$ cat config.mk
export PLATFORM = sky130hd
export DESIGN_NAME = ws_conv_row
export DESIGN_NICKNAME = d
export VERILOG_FILES = /design/src/rtl/ws_row_pkg.sv /design/src/rtl/ws_pe.sv /design/src/rtl/ws_align.sv /design/src/rtl/ws_row_seq.sv /design/src/rtl/ws_conv_row.sv
export SDC_FILE = /design/constraint.sdc
export NUM_CORES = 1
export LEC_CHECK = 0
export ABC_AREA = 1
export BUFFER_PORTS_ARGS = -buffer_cell sky130_fd_sc_hd__buf_2
export CAP_MARGIN = 10
export CORE_AREA = 10 10 274 276
export DETAILED_ROUTE_END_ITERATION = 8
export DIE_AREA = 0 0 284 286
export SETUP_SLACK_MARGIN = 0.02
export SKIP_CTS_REPAIR_TIMING = 1
export SYNTH_ARGS = -nofsm -noshare
export SYNTH_HDL_FRONTEND = slang
export SYNTH_SLANG_ARGS = --single-unit
$ cat constraint.sdc
create_clock -name clk -period 8.8 [get_ports clk]
set_input_delay 1.76 -clock clk [delete_from_list [all_inputs] [get_ports clk]]
set_output_delay 1.76 -clock clk [all_outputs]
set_load 0.02 [all_outputs]
$ cat src/rtl/ws_row_pkg.sv
// Shared widths, types and saturating arithmetic for the convolution row array.
// Assumes two's-complement signed activations, weights and partial sums.
package ws_row_pkg;
    localparam int ACT_W  = 8;
    localparam int PSUM_W = 24;
    localparam int PROD_W = 2 * ACT_W;

    typedef logic signed [ACT_W-1:0]  act_t;
    typedef logic signed [PSUM_W-1:0] psum_t;

    localparam psum_t PSUM_MAX = {1'b0, {(PSUM_W-1){1'b1}}};
    localparam psum_t PSUM_MIN = {1'b1, {(PSUM_W-1){1'b0}}};

    // Adds two partial sums and clamps the result to the signed range.
    function automatic psum_t sat_add(psum_t a, psum_t b);
        logic [PSUM_W:0] s;
        s = {a[PSUM_W-1], a} + {b[PSUM_W-1], b};
        if (s[PSUM_W] != s[PSUM_W-1])
            return s[PSUM_W] ? PSUM_MIN : PSUM_MAX;
        return psum_t'(s[PSUM_W-1:0]);
    endfunction

    // Full-precision weight-by-activation product, sign-extended to partial-sum width.
    function automatic psum_t widen_prod(act_t w, act_t x);
        logic signed [PROD_W-1:0] p;
        p = w * x;
        return psum_t'(p);
    endfunction
endpackage

$ cat src/rtl/ws_pe.sv
// One processing element of the chain.
// It holds one filter weight, which is part of a serial shift chain while loading.
// Each cycle it adds weight*activation to the partial sum from its neighbour.
// Assumes the weight does not change while a row is streaming.
module ws_pe
    import ws_row_pkg::*;
(
    input  logic  clk,
    input  logic  rst_n,
    input  logic  wt_load,
    input  act_t  wt_shift_in,
    output act_t  wt_q,
    input  act_t  act,
    input  psum_t chain_in,
    output psum_t chain_q
);
    // Stationary weight register, written only while loading.
    always_ff @(posedge clk) begin
        if (!rst_n)
            wt_q <= '0;
        else if (wt_load)
            wt_q <= wt_shift_in;
    end

    // Accumulate this tap's product onto the neighbour's partial sum.
    always_ff @(posedge clk) begin
        if (!rst_n)
            chain_q <= '0;
        else
            chain_q <= sat_add(chain_in, widen_prod(wt_q, act));
    end
endmodule

$ cat src/rtl/ws_align.sv
// Fixed-depth register pipeline.
// It carries the valid flag and the incoming partial sum, so that they meet the chain output.
// Assumes DEPTH >= 1. It runs every cycle.
module ws_align #(
    parameter int DEPTH = 2,
    parameter int WIDTH = 25
) (
    input  logic             clk,
    input  logic             rst_n,
    input  logic [WIDTH-1:0] d,
    output logic [WIDTH-1:0] q
);
    logic [WIDTH-1:0] stage [DEPTH];

    // First stage captures the input word.
    always_ff @(posedge clk) begin
        if (!rst_n)
            stage[0] <= '0;
        else
            stage[0] <= d;
    end

    for (genvar i = 1; i < DEPTH; i++) begin : g_stage
        // Each later stage copies its predecessor.
        always_ff @(posedge clk) begin
            if (!rst_n)
                stage[i] <= '0;
            else
                stage[i] <= stage[i-1];
        end
    end

    assign q = stage[DEPTH-1];
endmodule

$ cat src/rtl/ws_row_seq.sv
// Row position counter.
// It flags the first activation of each row, which clears the chain links.
// Assumes every row is exactly ROW_W valid activations long.
module ws_row_seq #(
    parameter int ROW_W = 8
) (
    input  logic clk,
    input  logic rst_n,
    input  logic act_valid,
    output logic row_start
);
    localparam int CW = (ROW_W > 1) ? $clog2(ROW_W) : 1;
    localparam logic [CW-1:0] LAST = CW'(ROW_W - 1);

    logic [CW-1:0] pos;

    // Count valid activations and wrap at the end of a row.
    always_ff @(posedge clk) begin
        if (!rst_n)
            pos <= '0;
        else if (act_valid)
            pos <= (pos == LAST) ? '0 : pos + 1'b1;
    end

    assign row_start = act_valid && (pos == '0);
endmodule

$ cat src/rtl/ws_conv_row.sv
// Weight-stationary convolution row array (top).
// TAPS elements each hold one weight. The activation is broadcast to all of them.
// Partial sums ripple from tap 0 toward tap TAPS-1.
// Idle cycles feed zeros, and these supply the trailing padding.
// The leading padding is implied by clearing the links at row start.
// The incoming partial sum is delayed to meet the chain output and added in a final saturating stage.
// Assumes odd TAPS, contiguous rows of ROW_W, and at least PAD idle cycles between rows.
module ws_conv_row
    import ws_row_pkg::*;
#(
    parameter int TAPS  = 3,
    parameter int ROW_W = 8
) (
    input  logic                     clk,
    input  logic                     rst_n,
    input  logic                     wt_load,
    input  logic signed [ACT_W-1:0]  wt_in,
    input  logic                     act_valid,
    input  logic signed [ACT_W-1:0]  act_in,
    input  logic signed [PSUM_W-1:0] psum_in,
    input  logic                     psum_bypass,
    output logic                     out_valid,
    output logic signed [PSUM_W-1:0] out_psum
);
    localparam int PAD   = (TAPS - 1) / 2;
    localparam int ALIGN = PAD + 1;

    act_t  x_bcast;
    logic  row_start;
    act_t  wt_q    [TAPS];
    psum_t chain_q [TAPS];
    psum_t link    [TAPS];
    psum_t psum_eff;
    logic  [PSUM_W:0] al_d;
    logic  [PSUM_W:0] al_q;
    logic  al_valid;
    psum_t al_psum;

    // Broadcast activation; idle cycles contribute zero (trailing pad).
    assign x_bcast  = act_valid ? act_in : '0;
    assign psum_eff = psum_bypass ? '0 : psum_in;
    assign al_d     = {act_valid, psum_eff};
    assign al_valid = al_q[PSUM_W];
    assign al_psum  = al_q[PSUM_W-1:0];

    ws_row_seq #(.ROW_W(ROW_W)) u_seq (
        .clk       (clk),
        .rst_n     (rst_n),
        .act_valid (act_valid),
        .row_start (row_start)
    );

    for (genvar i = 0; i < TAPS; i++) begin : g_tap
        act_t shift_src;
        if (i == 0) begin : g_head
            assign link[i] = '0;
        end else begin : g_body
            assign link[i] = row_start ? '0 : chain_q[i-1];
        end
        if (i == TAPS - 1) begin : g_wlast
            assign shift_src = wt_in;
        end else begin : g_wmid
            assign shift_src = wt_q[i+1];
        end
        ws_pe u_pe (
            .clk         (clk),
            .rst_n       (rst_n),
            .wt_load     (wt_load),
            .wt_shift_in (shift_src),
            .wt_q        (wt_q[i]),
            .act         (x_bcast),
            .chain_in    (link[i]),
            .chain_q     (chain_q[i])
        );
    end

    ws_align #(.DEPTH(ALIGN), .WIDTH(PSUM_W + 1)) u_align (
        .clk   (clk),
        .rst_n (rst_n),
        .d     (al_d),
        .q     (al_q)
    );

    // Final stage: add the aligned previous-row partial sum to the chain output.
    always_ff @(posedge clk) begin
        if (!rst_n) begin
            out_valid <= 1'b0;
            out_psum  <= '0;
        end else begin
            out_valid <= al_valid;
            out_psum  <= al_valid ? sat_add(chain_q[TAPS-1], al_psum) : '0;
        end
    end
endmodule

==> results.ini, run 1 <==
[floorplan]
die-height_microns = 286
io_pins = 70
rows = 97
die_x_microns = 284
core_area_sq_um = 69500
start_util = 0.248
die_area_sq_um = 81200

[global_route]
grt_max_degree = 51
track_usage = 0.107
grt_pass1_vias = 13900
met2_usage = 0.185
use_met1 = 0.137
antenna_found_initial = 0
gr-usage-met3 = 0.0160
top_usage_layer = met2
grt_pass1_wl_microns = 71000
grt_overflow_total = 0

[power]
vdd_drop_max_v = 0.000174
power_frac_clock = 0.183
switchingPower_uw = 1900
seqPwrFrac = 0.235
power.density_nw_per_um2 = 209
p_sw_frac = 0.471
p_comb_frac = 0.582
power.internal_uw = 2130
p_leak_uw = 0.0104

[synthesis]
ys_warn_count = 0
yosysMostFrequentCell = inv_1
yosys.area.top_type_share = 0.283
synth_area_leaders = fa_1, dfxtp_1, ha_1, inv_1, nand2_1
synth_nets = 2656
yosysUniqueCellTypes = 37
yosys_most_used_dff = dfxtp_1
synth_edf_count = 0
ys_seq_area_frac = 0.193
yosys.area.top_type = fa_1
syn_inst = 2210
synth_common_cells = inv_1, nand2_1, nor2_1
async_reset_ff_frac = 0
ys_ff_latch = 166
syn_avg_cell_area_sq_um = 7.80
synth_area_sq_um = 17200

[clock_network]
cts_tree = done
cts_inserted_buffers = 17
clock_sinks = 166
htree_levels = 4
clockBufferDepth = 2
clk_pin_slew_ns = 0.06
clk_latency_ns = 0.47
clockRootBuffer = clkbuf_16

[sta]
final-setup-viol-count = 0
report.final.slew_viol_count = 0
tightest_slew_ns = 0.669
clock_skew_ns = 0.0138
grt_setup_unrepaired = no
fin_crit_sh = 0.805
clock.fmax_mhz = 141
setup_tns_ns = 0
max_slew_margin = 0.553
hold_viol_final = 0
period_minus_slack_ns = 7.09

[critical_path]
worst-setup-path-type = input pin to flop
timing.rr.start = u_seq.pos[0]$_SDFFE_PN0P_
r2r_end = g_tap[2].u_pe.chain_q[1]$_SDFF_PN0_
arrival_ns = 7.49
r2r_slack_ns = 2.85
end_kind = flop
r2r_cells = 24
cp.required_ns = 9.20
cp_max_fo = 18
critPathLaunchType = input pin

[final_layout]
syn_to_final_growth_pct = 11.7
finish.utilization = 0.277
antenna_cells = 0
final_layout_size_suffix_gt1_frac = 0.0700
final_net_count = 2720

[hold_path]
hold_depth = 2
whs_endpoint = u_align.stage[1][13]$_SDFF_PN0_
min_from = u_align.stage[0][13]$_SDFF_PP0_
hold_class = flop to flop

[routing]
wl_microns = 41400
ant_nets = 0
routedWlPerCell_microns = 12.8
drc = 0
avgViaCountPerCell = 4.12
drt_first_pass_iters = 6
initialDrtViolationCount = 742
vias = 13300

[placement]
gp_congestion = 0.869
dp_hpwl_microns = 34500
io_buffers = 69

[outcome]
status = finished clean

[job]
cap_viol_max_count = 0

critical path: stages:
cell and delay (ns):
buf_2 0.22, nand2_1 0.08, buf_4 0.23, inv_1 0.24, nand2_1 0.16, fa_1 0.66, inv_1 0.13, fa_1 0.70
inv_1 0.22, fa_1 0.53, inv_1 0.05, fa_1 0.43, ha_1 0.29, ha_1 0.35, nand2_1 0.09, inv_1 0.11
nand2_1 0.08, nor2_1 0.15, nand3_1 0.11, nand4_1 0.14, nand2_2 0.09, nand2_2 0.27, nand2_1 0.21, nor2_1 0.17
through the flow:
step	setup WS (ns)	power [uW]	cell area, sq um	hold WS [ns]	cells
5_1_grt	1.21	4470	19200	0.439	3226
2_1_floorplan	1.36	2770	17200	0.390	2210
3_3_place_gp	1.38	3300	18700	0.401	3195
4_1_cts	1.75	4080	19200	0.416	3226
6_report	1.71	4030	19200	0.413	3226
3_5_place_dp	1.27	3320	18700	0.400	3195
layer usage:
layer | vias to the layer above | share of wire
met5 | - | 0
met4 | 0 | 0.016
met3 | 30 | 0.036
met1 | 6318 | 0.47
met2 | 201 | 0.48
li1 | 6757 | -
sequential cells by signal, indices dropped and copies added, names as in the netlist:
name / cells
g_tap.u_pe.chain_q: 64
g_tap.u_pe.wt_q: 24
out_psum: 24
out_valid: 1
u_align.stage: 50
u_seq.pos: 3
logic make-up after synthesis:
| group | after synthesis | share of synthesized area |
|---|---|---|
| AND/OR/NAND/NOR | 891 | 0.215 |
| buffers and inverters | 533 | 0.119 |
| adder cells (fa/ha/maj) | 401 | 0.397 |
| AO/OA/AOI/OAI | 175 | 0.0544 |
| flip-flops | 166 | 0.193 |
| XOR/XNOR | 44 | 0.0224 |
cell usage in the layout (no fill, tap or decap), types with 4 or more instances in the layout:
master and count:
and2_1 5, nand4_1 19, inv_6 4, nand2_4 5
xnor2_1 14, xor2_1 30, o21ai_0 52, fa_1 244
ha_1 157, buf_2 69, dfxtp_1 166, clkbuf_16 17
a21oi_1 99, inv_1 489, nor3_1 11, nand2_2 11
buf_4 15, clkinvlp_4 4, nand3_1 83, nor2_1 273
nor2_2 17, o21bai_1 15, nand2_1 454, a21o_1 4
power by group through the flow:
stage | registers [uW] | logic, uW | clock network (uW)
floorplan | 948 | 1820 | 0
global placement | 966 | 2340 | 0
detailed placement | 964 | 2350 | 0
CTS | 949 | 2380 | 755
global route | 958 | 2730 | 788
finish | 947 | 2350 | 737
worst max-delay path by stage:
stage               startpoint                              endpoint  slack [ns]
global route         act_valid   g_tap[2].u_pe.chain_q[2]$_SDFF_PN0_        1.21
CTS                  act_valid   g_tap[2].u_pe.chain_q[1]$_SDFF_PN0_        1.75
detailed placement   act_valid   g_tap[2].u_pe.chain_q[1]$_SDFF_PN0_        1.27
global placement     act_valid   g_tap[2].u_pe.chain_q[4]$_SDFF_PN0_        1.38
floorplan            act_in[0]  g_tap[2].u_pe.chain_q[13]$_SDFF_PN0_        1.36
finish               act_valid   g_tap[2].u_pe.chain_q[1]$_SDFF_PN0_        1.71
cell type report:
class,count,area [sq um]
clock inverters,12,120
flip-flops and latches,166,3320
multi-input cells,1511,11900
fillers,7590,50300
repair buffers,84,458
clock buffers,19,443
well taps,940,1180
inverters,494,1850
No activity file was read; power rests on OpenSTA's default activity.
==> run 2, diff against run 1 <==
Clock period 8.8 ns to 6.03 ns, I/O delays scaled along.
==> run 2 against run 1 <==
Effect of this change:
- sequential power is 46% higher
- global-route usage is 0.17 points higher
- clock skew is 0.0015 ns lower
- sequential share of layout area is 1.0 points lower
- die area stayed put
- non-clock buffer count is 134 higher
- setup slack worse by 1.4 ns
- wire length is 2.0% higher
- critical endpoint is now g_tap[1].u_pe.chain_q[9]$_SDFF_PN0_
- largest power group unchanged
==> results.ini, run 2 (same netlist as run 1, synthesis figures left out) <==
[routing]
met1_length_microns = 19900
wl_microns = 42200
ant_nets = 0
wl_met3_microns = 1480
wl_met2_microns = 20100
routedWlPerCell_microns = 12.6
vias = 14000
initialDrtViolationCount = 689
avgViaCountPerCell = 4.17
top_layer = met4
drt_first_pass_iters = 5
drc = 0

[placement]
dp_hpwl_microns = 35800
gp_congestion = 0.862
place_ws_ns = -0.308
io_buffers = 69

[critical_path]
cp_max_fo = 12
arrival_ns = 6.06
critPathLaunchType = input pin
end_kind = flop
r2r_slack_ns = 0.74
worst-setup-path-type = input pin to flop
r2r_end = g_tap[2].u_pe.chain_q[22]$_SDFF_PN0_
timing.rr.start = u_seq.pos[0]$_SDFFE_PN0P_
cp.required_ns = 6.37
r2r_cells = 25

[power]
power.density_nw_per_um2 = 320
vdd_drop_max_v = 0.000308
p_leak_uw = 0.0111

[final_layout]
layout_commonest_cell = inv_1
finish.utilization = 0.294
final_layout_size_suffix_gt1_frac = 0.127
nFillCells = 7445
largest_reg_flops = 64
regMostFlops = g_tap.u_pe.chain_q
final_net_count = 2854
biggestRegsByFlops = g_tap.u_pe.chain_q (64), u_align.stage (50)
syn_to_final_growth_pct = 18.6
final_cell_mix = inv_1, nand2_1, nor2_1, fa_1, dfxtp_1

[sta]
final-setup-viol-count = 0
clock.fmax_mhz = 175
postLayoutSetupSlackWorst_ns = 0.314
period_minus_slack_ns = 5.72
hold_viol_final = 0
report.final.slew_viol_count = 0
grt_setup_unrepaired = no
max_slew_margin = 0.425
clock_skew_ns = 0.0123
tightest_slew_ns = 0.862
fin_crit_sh = 0.948
timing.hold.ws_ns = 0.413

[global_route]
antenna_found_initial = 2
grt_overflow_total = 0
grt_pass1_wl_microns = 72500
track_usage = 0.109
grt_pass1_vias = 14400
grt_max_degree = 47

[floorplan]
die-height_microns = 286
die_area_sq_um = 81200
rows = 97
die_x_microns = 284
io_pins = 70
core_area_sq_um = 69500
start_util = 0.248

[clock_network]
clk_pin_slew_ns = 0.07
cts_tree = done
clockBufferDepth = 2
htree_levels = 4
cts_inserted_buffers = 17
clockRootBuffer = clkbuf_16
clock_sinks = 166
clk_latency_ns = 0.45

[outcome]
status = finished clean

[hold_path]
min_from = u_align.stage[0][24]$_SDFF_PN0_
whs_endpoint = u_align.stage[1][24]$_SDFF_PN0_
hold_class = flop to flop
hold_depth = 2

[job]
cap_viol_max_count = 0

[run 2: changes by cell type in the layout (fill, tap and decap cells not counted), sizes merged]
cell	previous run	this run
inv	496	497
clkbuf	19	18
bufinv	1	0
diode	0	2
buf	84	217
clkinv	5	8
[run 2: area by class of cell]
type | count | area (sq um) | share of cell area
Tap cell | 940 | 1180 | 0.0575
Sequential cell | 166 | 3320 | 0.163
Multi-Input combinational cell | 1511 | 11900 | 0.582
Timing Repair Buffer | 218 | 1590 | 0.0778
Antenna cell | 2 | 5.00 | 0.000245
Clock buffer | 17 | 425 | 0.0208
Inverter | 494 | 1860 | 0.0911
Clock inverter | 15 | 155 | 0.00759
[run 2: how the worst max path moves through the flow]
stage	start	end	slack (ns)
CTS	act_valid	g_tap[2].u_pe.chain_q[22]$_SDFF_PN0_	0.17
global route	act_valid	g_tap[2].u_pe.chain_q[22]$_SDFF_PN0_	0.03
detailed placement	act_valid	g_tap[2].u_pe.chain_q[22]$_SDFF_PN0_	-0.31
finish	act_valid	g_tap[1].u_pe.chain_q[9]$_SDFF_PN0_	0.31
global placement	act_valid	g_tap[2].u_pe.chain_q[20]$_SDFF_PN0_	-0.18
floorplan	act_valid	g_tap[2].u_pe.chain_q[13]$_SDFF_PN0_	0.02
[run 2: layer usage]
| layer | track usage | vias to the layer above |
|---|---|---|
| met5 | 0 | - |
| met3 | 0.0147 | 35 |
| li1 | - | 7037 |
| met2 | 0.186 | 258 |
| met1 | 0.141 | 6710 |
| met4 | 0.0321 | 0 |
[run 2: critical path, stage by stage]
cell and delay, ns:
clkbuf_4 0.19, buf_4 0.16, nand2_1 0.15, clkinv_1 0.30, nand2_1 0.16, fa_1 0.43, fa_1 0.49, inv_1 0.05
fa_1 0.47, fa_1 0.52, fa_1 0.41, ha_1 0.33, a21oi_1 0.14, nand2_1 0.13, nand3_1 0.09, nand2_1 0.11
nand3_1 0.09, nand3_1 0.12, buf_4 0.16, nand3_1 0.11, buf_12 0.15, nand2_1 0.06
[run 2: power by group]
| part | internal, uW | total, uW | leakage [uW] | switching, uW |
|---|---|---|---|---|
| clock network | 553 | 1080 | 0.000281 | 526 |
| registers | 1300 | 1380 | 0.00137 | 77.9 |
| logic | 1760 | 4090 | 0.00944 | 2330 |
| total | 3610 | 6550 | 0.0111 | 2940 |
[run 2: metrics by stage]
| stage | TNS [ns] | total power, uW | cell area, sq um | cells |
|---|---|---|---|---|
| 6_report | 0 | 6550 | 20400 | 3363 |
| 5_1_grt | 0 | 7250 | 20400 | 3362 |
| 4_1_cts | 0 | 6610 | 20400 | 3361 |
| 3_5_place_dp | -10.99 | 5490 | 19800 | 3329 |
| 3_3_place_gp | -6.27 | 5470 | 19800 | 3329 |
| 2_1_floorplan | 0 | 4040 | 17300 | 2210 |
